===== src/rtl/rtg_pkg.sv =====
package rtg_pkg;
   localparam int HALF_W = 16;
   localparam int WORD_W = 2 * HALF_W;

   typedef enum logic [2:0] {
      SEL_LENGTH   = 3'd0,
      SEL_SYNC     = 3'd1,
      SEL_PORCH    = 3'd2,
      SEL_LASTVIS  = 3'd3,
      SEL_FIELD2   = 3'd4,
      SEL_MODE     = 3'd5
   } cfg_sel_e;

   typedef struct packed {
      logic [HALF_W-1:0] length;
      logic [HALF_W-1:0] sync_last;
      logic [HALF_W-1:0] porch_last;
      logic [HALF_W-1:0] vis_last;
   } axis_cfg_t;

   typedef struct packed {
      axis_cfg_t         h;
      axis_cfg_t         v;
      logic [HALF_W-1:0] f2_blank;
      logic [HALF_W-1:0] f2_vis;
      logic              ilace;
   } timing_cfg_t;

   function automatic logic [HALF_W-1:0] vert_of(input logic [WORD_W-1:0] w);
      return w[WORD_W-1:HALF_W];
   endfunction

   function automatic logic [HALF_W-1:0] horz_of(input logic [WORD_W-1:0] w);
      return w[HALF_W-1:0];
   endfunction
endpackage


===== src/rtl/rtg_shadow.sv =====
module rtg_shadow
   import rtg_pkg::*;
#(
   parameter logic [31:0] DEF_LENGTH  = 32'h000C_0014,
   parameter logic [31:0] DEF_SYNC    = 32'h0001_0002,
   parameter logic [31:0] DEF_PORCH   = 32'h0003_0006,
   parameter logic [31:0] DEF_LASTVIS = 32'h000A_0011,
   parameter logic [31:0] DEF_FIELD2  = 32'h0000_0001,
   parameter bit          DEF_ILACE   = 1'b0
) (
   input  logic              clk,
   input  logic              rst_n,
   input  logic              wr_en,
   input  logic [2:0]        wr_sel,
   input  logic [WORD_W-1:0] wr_data,
   input  logic              load,
   output timing_cfg_t       act
);
   localparam timing_cfg_t DEF_CFG = '{
      h: '{length: horz_of(DEF_LENGTH), sync_last: horz_of(DEF_SYNC),
           porch_last: horz_of(DEF_PORCH), vis_last: horz_of(DEF_LASTVIS)},
      v: '{length: vert_of(DEF_LENGTH), sync_last: vert_of(DEF_SYNC),
           porch_last: vert_of(DEF_PORCH), vis_last: vert_of(DEF_LASTVIS)},
      f2_blank: vert_of(DEF_FIELD2),
      f2_vis:   horz_of(DEF_FIELD2),
      ilace:    DEF_ILACE
   };

   timing_cfg_t pend;

   always_ff @(posedge clk) begin
      if (!rst_n) begin
         pend <= DEF_CFG;
      end else if (wr_en) begin
         case (wr_sel)
            SEL_LENGTH: begin
               pend.h.length <= horz_of(wr_data);
               pend.v.length <= vert_of(wr_data);
            end
            SEL_SYNC: begin
               pend.h.sync_last <= horz_of(wr_data);
               pend.v.sync_last <= vert_of(wr_data);
            end
            SEL_PORCH: begin
               pend.h.porch_last <= horz_of(wr_data);
               pend.v.porch_last <= vert_of(wr_data);
            end
            SEL_LASTVIS: begin
               pend.h.vis_last <= horz_of(wr_data);
               pend.v.vis_last <= vert_of(wr_data);
            end
            SEL_FIELD2: begin
               pend.f2_blank <= vert_of(wr_data);
               pend.f2_vis   <= horz_of(wr_data);
            end
            SEL_MODE: pend.ilace <= wr_data[0];
            default: ;
         endcase
      end
   end

   always_ff @(posedge clk) begin
      if (!rst_n)    act <= DEF_CFG;
      else if (load) act <= pend;
   end
endmodule


===== src/rtl/rtg_counter.sv =====
module rtg_counter #(
   parameter int CNT_W = 12
) (
   input  logic             clk,
   input  logic             rst_n,
   input  logic             step,
   input  logic [15:0]      length,
   output logic [CNT_W-1:0] cnt,
   output logic             last
);
   logic [16:0] cnt_next;

   assign cnt_next = 17'(cnt) + 17'd1;
   assign last     = (cnt_next >= {1'b0, length});

   always_ff @(posedge clk) begin
      if (!rst_n)    cnt <= '0;
      else if (step) cnt <= last ? '0 : cnt + 1'b1;
   end
endmodule


===== src/rtl/rtg_window.sv =====
module rtg_window (
   input  logic [15:0] sync_pos,
   input  logic [15:0] vis_pos,
   input  logic [15:0] sync_last,
   input  logic [15:0] porch_last,
   input  logic [15:0] vis_last,
   output logic        in_sync,
   output logic        in_vis
);
   assign in_sync = (sync_pos <= sync_last);
   assign in_vis  = (vis_pos > porch_last) && (vis_pos <= vis_last);
endmodule


===== src/rtl/raster_timing_gen.sv =====
module raster_timing_gen
   import rtg_pkg::*;
#(
   parameter int          CNT_W       = 12,
   parameter logic [31:0] DEF_LENGTH  = 32'h000C_0014,
   parameter logic [31:0] DEF_SYNC    = 32'h0001_0002,
   parameter logic [31:0] DEF_PORCH   = 32'h0003_0006,
   parameter logic [31:0] DEF_LASTVIS = 32'h000A_0011,
   parameter logic [31:0] DEF_FIELD2  = 32'h0000_0001,
   parameter bit          DEF_ILACE   = 1'b0
) (
   input  logic             clk,
   input  logic             rst_n,
   input  logic             pix_en,
   input  logic             cfg_we,
   input  logic [2:0]       cfg_sel,
   input  logic [31:0]      cfg_data,
   output logic             hsync,
   output logic             vsync,
   output logic             de,
   output logic             field,
   output logic [CNT_W-1:0] pix_x,
   output logic [CNT_W-1:0] line_y
);
   localparam int POS_W = HALF_W;

   generate
      if (CNT_W < 2 || CNT_W > POS_W) begin : g_bad_width
         $error("raster_timing_gen: CNT_W must lie in 2..16");
      end
      if (DEF_LENGTH[15:0] == 16'd0 || DEF_LENGTH[31:16] == 16'd0) begin : g_bad_length
         $error("raster_timing_gen: default line and frame length must be nonzero");
      end
   endgenerate

   timing_cfg_t      act;
   logic [CNT_W-1:0] hcnt, vcnt;
   logic             h_last, v_last, frame_wrap;
   logic [POS_W-1:0] h_pos, v_pos, f2_start, v_rel;
   logic [POS_W-1:0] v_porch_sel, v_vis_sel;
   logic             later_field;
   logic             h_sync, h_vis, v_sync, v_vis;

   assign frame_wrap = pix_en & h_last & v_last;

   rtg_shadow #(
      .DEF_LENGTH (DEF_LENGTH),
      .DEF_SYNC   (DEF_SYNC),
      .DEF_PORCH  (DEF_PORCH),
      .DEF_LASTVIS(DEF_LASTVIS),
      .DEF_FIELD2 (DEF_FIELD2),
      .DEF_ILACE  (DEF_ILACE)
   ) u_shadow (
      .clk    (clk),
      .rst_n  (rst_n),
      .wr_en  (cfg_we),
      .wr_sel (cfg_sel),
      .wr_data(cfg_data),
      .load   (frame_wrap),
      .act    (act)
   );

   rtg_counter #(.CNT_W(CNT_W)) u_hcnt (
      .clk   (clk),
      .rst_n (rst_n),
      .step  (pix_en),
      .length(act.h.length),
      .cnt   (hcnt),
      .last  (h_last)
   );

   rtg_counter #(.CNT_W(CNT_W)) u_vcnt (
      .clk   (clk),
      .rst_n (rst_n),
      .step  (pix_en & h_last),
      .length(act.v.length),
      .cnt   (vcnt),
      .last  (v_last)
   );

   assign h_pos = POS_W'(hcnt);
   assign v_pos = POS_W'(vcnt);

   // Later field begins one field length after the frame origin.
   assign f2_start    = act.f2_blank - act.v.porch_last;
   assign later_field = act.ilace && (v_pos >= f2_start);
   assign v_rel       = later_field ? (v_pos - f2_start) : v_pos;
   assign v_porch_sel = later_field ? act.f2_blank : act.v.porch_last;
   assign v_vis_sel   = later_field ? act.f2_vis   : act.v.vis_last;

   rtg_window u_hwin (
      .sync_pos  (h_pos),
      .vis_pos   (h_pos),
      .sync_last (act.h.sync_last),
      .porch_last(act.h.porch_last),
      .vis_last  (act.h.vis_last),
      .in_sync   (h_sync),
      .in_vis    (h_vis)
   );

   rtg_window u_vwin (
      .sync_pos  (v_rel),
      .vis_pos   (v_pos),
      .sync_last (act.v.sync_last),
      .porch_last(v_porch_sel),
      .vis_last  (v_vis_sel),
      .in_sync   (v_sync),
      .in_vis    (v_vis)
   );

   assign hsync  = h_sync;
   assign vsync  = v_sync;
   assign de     = h_vis & v_vis;
   assign field  = later_field;
   assign pix_x  = hcnt;
   assign line_y = vcnt;
endmodule


===== config.mk =====
export PLATFORM = sky130hd
export DESIGN_NAME = raster_timing_gen
export DESIGN_NICKNAME = d
export VERILOG_FILES = /design/src/rtl/rtg_pkg.sv /design/src/rtl/rtg_shadow.sv /design/src/rtl/rtg_counter.sv /design/src/rtl/rtg_window.sv /design/src/rtl/raster_timing_gen.sv
export SDC_FILE = /design/constraint.sdc
export NUM_CORES = 1
export LEC_CHECK = 0
export ABC_CLOCK_PERIOD_IN_PS = 6140
export BUFFER_PORTS_ARGS = -buffer_cell sky130_fd_sc_hd__buf_2
export CAP_MARGIN = 20
export CORE_ASPECT_RATIO = 0.6
export CORE_MARGIN = 2
export CORE_UTILIZATION = 60
export CTS_BUF_LIST = sky130_fd_sc_hd__clkbuf_4
export DETAILED_ROUTE_END_ITERATION = 12
export PLACE_DENSITY = 0.78
export RECOVER_POWER = 25
export SLEW_MARGIN = 20
export SYNTH_ARGS = -nofsm -noshare
export SYNTH_HDL_FRONTEND = slang
export SYNTH_HIERARCHICAL = 1
export SYNTH_SLANG_ARGS = --single-unit

===== constraint.sdc =====
create_clock -name clk -period 6.14 [get_ports clk]
set_input_delay 0.307 -clock clk [delete_from_list [all_inputs] [get_ports clk]]
set_output_delay 0.307 -clock clk [all_outputs]
set_load 0.05 [all_outputs]

==> impl_metrics.env <==
export IMPL_r2r_cells=14
export IMPL_ctsRootBufferMaster="clkbuf_4"
export IMPL_netlist_cell_type_count=73
export IMPL_max_clock_freq_ghz=0.156
export IMPL_first_pass_iters=8
export IMPL_placement_setup_worst_slack_ns=-0.0917
export IMPL_cp_data_required_time_ns=5.83
export IMPL_ff_to_ff_start="u_vcnt/cnt[1]"
export IMPL_detail_route_wirelength_um=52000
export IMPL_post_synth_edffs=0
export IMPL_worst_hold_stages=3
export IMPL_layout_drive_gt1_share_pct=19.4
export IMPL_vdd_ir_drop_max_uv=139
export IMPL_cts_clk_slew_worst_paths_ns=0.08
export IMPL_post_drt_via_cell_ratio=5.77
export IMPL_die_h_um=139
export IMPL_drt_drc_violations_left=0
export IMPL_setup_tns_final_ns=-0.405
export IMPL_layout_setup_ws_ns=-0.258
export IMPL_leakagePower_nw=9.02
export IMPL_post_route_period_util_pct=104
export IMPL_crit_path_max_incr_delay_ns=0.42
export IMPL_muxShareOfSynthArea_pct=20.3
export IMPL_globalRouteTotalUtil_pct=31.8
export IMPL_final_instance_count_excl_fill=2605
export IMPL_report_final_setup_viol=2
export IMPL_top_level_ports=67
export IMPL_worst_min_delay_path_category="in -> reg"
export IMPL_maximum_number_of_pins_on_one_net_before_global_route_repair=198
export IMPL_first_global_vias=14800
export IMPL_cts_htree_levels=3
export IMPL_clockBufferDepth=3
export IMPL_post_synth_and_or_nand_nor_area_fraction_pct=16.5
export IMPL_cts_inserted_buffers=81
export IMPL_initial_core_util_pct=61.1
export IMPL_master_of_the_slowest_instance_on_the_critical_path="a2111o_1"
export IMPL_final_net_count=2321
export IMPL_place_inst=2389
export IMPL_synthesis_area_per_instance_um2=9.42
export IMPL_yosysSeqAreaShare_pct=37.7
export IMPL_slew_violations=373
export IMPL_period_needed_ns=6.40
export IMPL_timing_reg2reg_setup_slack_ns=1.26
export IMPL_initial_drc_count=1593
export IMPL_dominantRegCellSynth="dfxtp_1"
export IMPL_die_area_um2=32000
export IMPL_synth_area_leaders="dfxtp_1 38%, mux2i_1 18%, ha_1 10%"
export IMPL_synth_compound_area_share_pct=6.88
export IMPL_first_pass_grt_wire_length_um=79800
export IMPL_hold_path_startpoint="cfg_data[3]"
export IMPL_vias=15000
export IMPL_share_of_the_synthesized_area_in_the_top_cell_type_pct=37.7
export IMPL_final_hold_viol_count=0
export IMPL_end_kind="output pin"
export IMPL_numClockSinks=346
export IMPL_antenna_found_initial=4
export IMPL_yosys_register_bits=346
export IMPL_hold_ws_ns=0.0818
export IMPL_synthArstFlopShare_pct=0
export IMPL_grt_overflow_total=0
export IMPL_routabilityCongestion=0.955
export IMPL_timing_hold_worst_endpoint="u_shadow/pend[100]"
export IMPL_place_detailed_hpwl_um=34200
export IMPL_synth_top_family_by_area="multiplexers"
export IMPL_max_cap_violations=2
export IMPL_violations="capacitance limit, slew limit, setup timing"
export IMPL_route_antenna_remaining_nets=0
export IMPL_final_area_um2=21400
export IMPL_portBuffers=66
export IMPL_place_area_um2=19300
export IMPL_p_per_area_nw_per_um2=208
export IMPL_num_rows=49
export IMPL_critPathArrivalTime_ns=6.09
export IMPL_tritoncts_clock_tree="done"
export IMPL_floorplan_core_area_um2=30000
export IMPL_synthAdderAreaFrac_pct=10.5
export IMPL_flow_area_growth_from_synthesis_pct=16.5
export IMPL_yosysTopAreaCell="dfxtp_1"
export IMPL_cp_start_kind="flop"
export IMPL_clk_insertion_delay_late_ns=0.78
export IMPL_path_common_cell="buf_6"
export IMPL_yosys_warnings=6
export IMPL_post_synth_inst_count=1949
export IMPL_finClkSkew_ns=0.0640
export IMPL_max_slew_worst_pin_slew_ns=3.32
export IMPL_timing_worst_setup_path_type="reg -> out"
export IMPL_synth_xor_area_share_pct=2.43
export IMPL_crit_path_start="u_shadow/act[52]"
export IMPL_synth_area_um2=18400
export IMPL_max_slew_margin_rel_pct=-122
export IMPL_grt_setup_unrepaired="yes"
export IMPL_die_width_um=230
export IMPL_outcome="finished, violations left"
export IMPL_worstReg2RegEnd="u_shadow/act[115]"
export IMPL_crit_path_max_fanout=6
export IMPL_wl_per_cell_um=20.0
what timing repair did:
item | in CTS | in global routing
gates cloned | 1 | 1
endpoints found under the hold margin | 69 | 0
hold buffers | 24 | 0
setup buffers | 35 | 5
gates resized for setup | 70 | 45
endpoints found under the setup margin | 2 | 2
pin swaps | 33 | 38
per-stage QoR:
step | power [mW] | utilization (%)
3_5_place_dp | 2.55 | 64.1
3_3_place_gp | 2.54 | 64.1
4_1_cts | 4.46 | 70.4
5_1_grt | 4.60 | 71.2
2_1_floorplan | 2.47 | -
6_report | 4.45 | 71.2
worst max path at each step:
stage	end	slack (ns)	cells past startpoint
floorplan	de	0.43	25
global placement	de	0.04	29
detailed placement	de	-0.09	27
CTS	de	-0.17	31
global route	de	-0.52	29
finish	de	-0.26	28
cells in the final DEF (no fill, tap or decap), drive strengths merged, types with 29 or more instances in the layout:
cell | synthesis | final
dfxtp | 346 | 346
mux2i | 323 | 323
nand2 | 253 | 253
nor2b | 181 | 181
inv | 162 | 164
ha | 151 | 151
buf | 47 | 140
clkbuf | 44 | 119
a21oi | 73 | 73
nor2 | 45 | 45
mux2 | 43 | 43
nand3 | 30 | 30
xor2 | 29 | 29
clkinv | 0 | 29
registers in the layout, indices dropped and copies added (netlist names):
| register | flops |
|---|---|
| u_vcnt/cnt | 12 |
| u_shadow/act | 161 |
| u_shadow/pend | 161 |
| u_hcnt/cnt | 12 |
report_power, final:
group / switching (mW) / total [mW] / internal, mW
sequential: 0.0169 / 2.28 / 2.27
combinational: 0.145 / 0.238 / 0.0934
clock: 0.970 / 1.93 / 0.956
total: 1.13 / 4.45 / 3.32
final cells by class:
type                    count  area (um^2)
multi-input cells        1370        11000
repair buffers            168         1260
flip-flops and latches    346         6940
fillers                  2267         8660
inverters                 162          611
well taps                 408          510
clock buffers             115          863
diodes                      2         5.00
clock inverters            34          190
critical path, delay by kind of cell, from the launching register on:
| family | cells | cell delay, ns |
|---|---|---|
| compound gates | 15 | 2.74 |
| simple gates | 3 | 0.53 |
| buf+inv | 6 | 0.66 |
| fa+ha+maj | 3 | 0.75 |
| flops | 1 | 0.33 |
| mux | 1 | 0.29 |
cells in the mapped netlist, drive strengths merged, types with 2 or more instances:
cell type	instances
nor2	45
buf	47
inv	162
nor3b	2
mux2i	323
xor2	29
nor4	3
fa	2
or4	2
nor2b	181
or3	4
mux2	43
nand4bb	2
and3	7
nand4	26
a21oi	73
nand2	253
and4	4
clkbuf	44
o21ai	24
o21ba	2
nand3	30
a21o	14
o221a	3
a22o	2
o21a	6
nand4b	2
a221oi	4
o211ai	8
o21bai	2
and2	5
dfxtp	346
ha	151
o221ai	6
o211a	3
o2111ai	2
or2	5
a211oi	15
nand2b	2
a2111o	3
o31ai	11
xnor2	22
nor3	16
metal layers:
layer	track usage (%)	up-vias	part of all wire, %
li1	-	7029	-
met2	46.1	640	41
met1	45.8	7206	46
met5	0	-	0
met3	8.32	145	9.7
met4	10.7	0	3.0
logic make-up after synthesis:
logic type	Yosys count
buf+inv	253
compound gates	185
fa+ha+maj	153
simple gates	594
other cells	1
flops	346
xor+xnor	51
mux	366
Power figures use the tool's default switching activity.
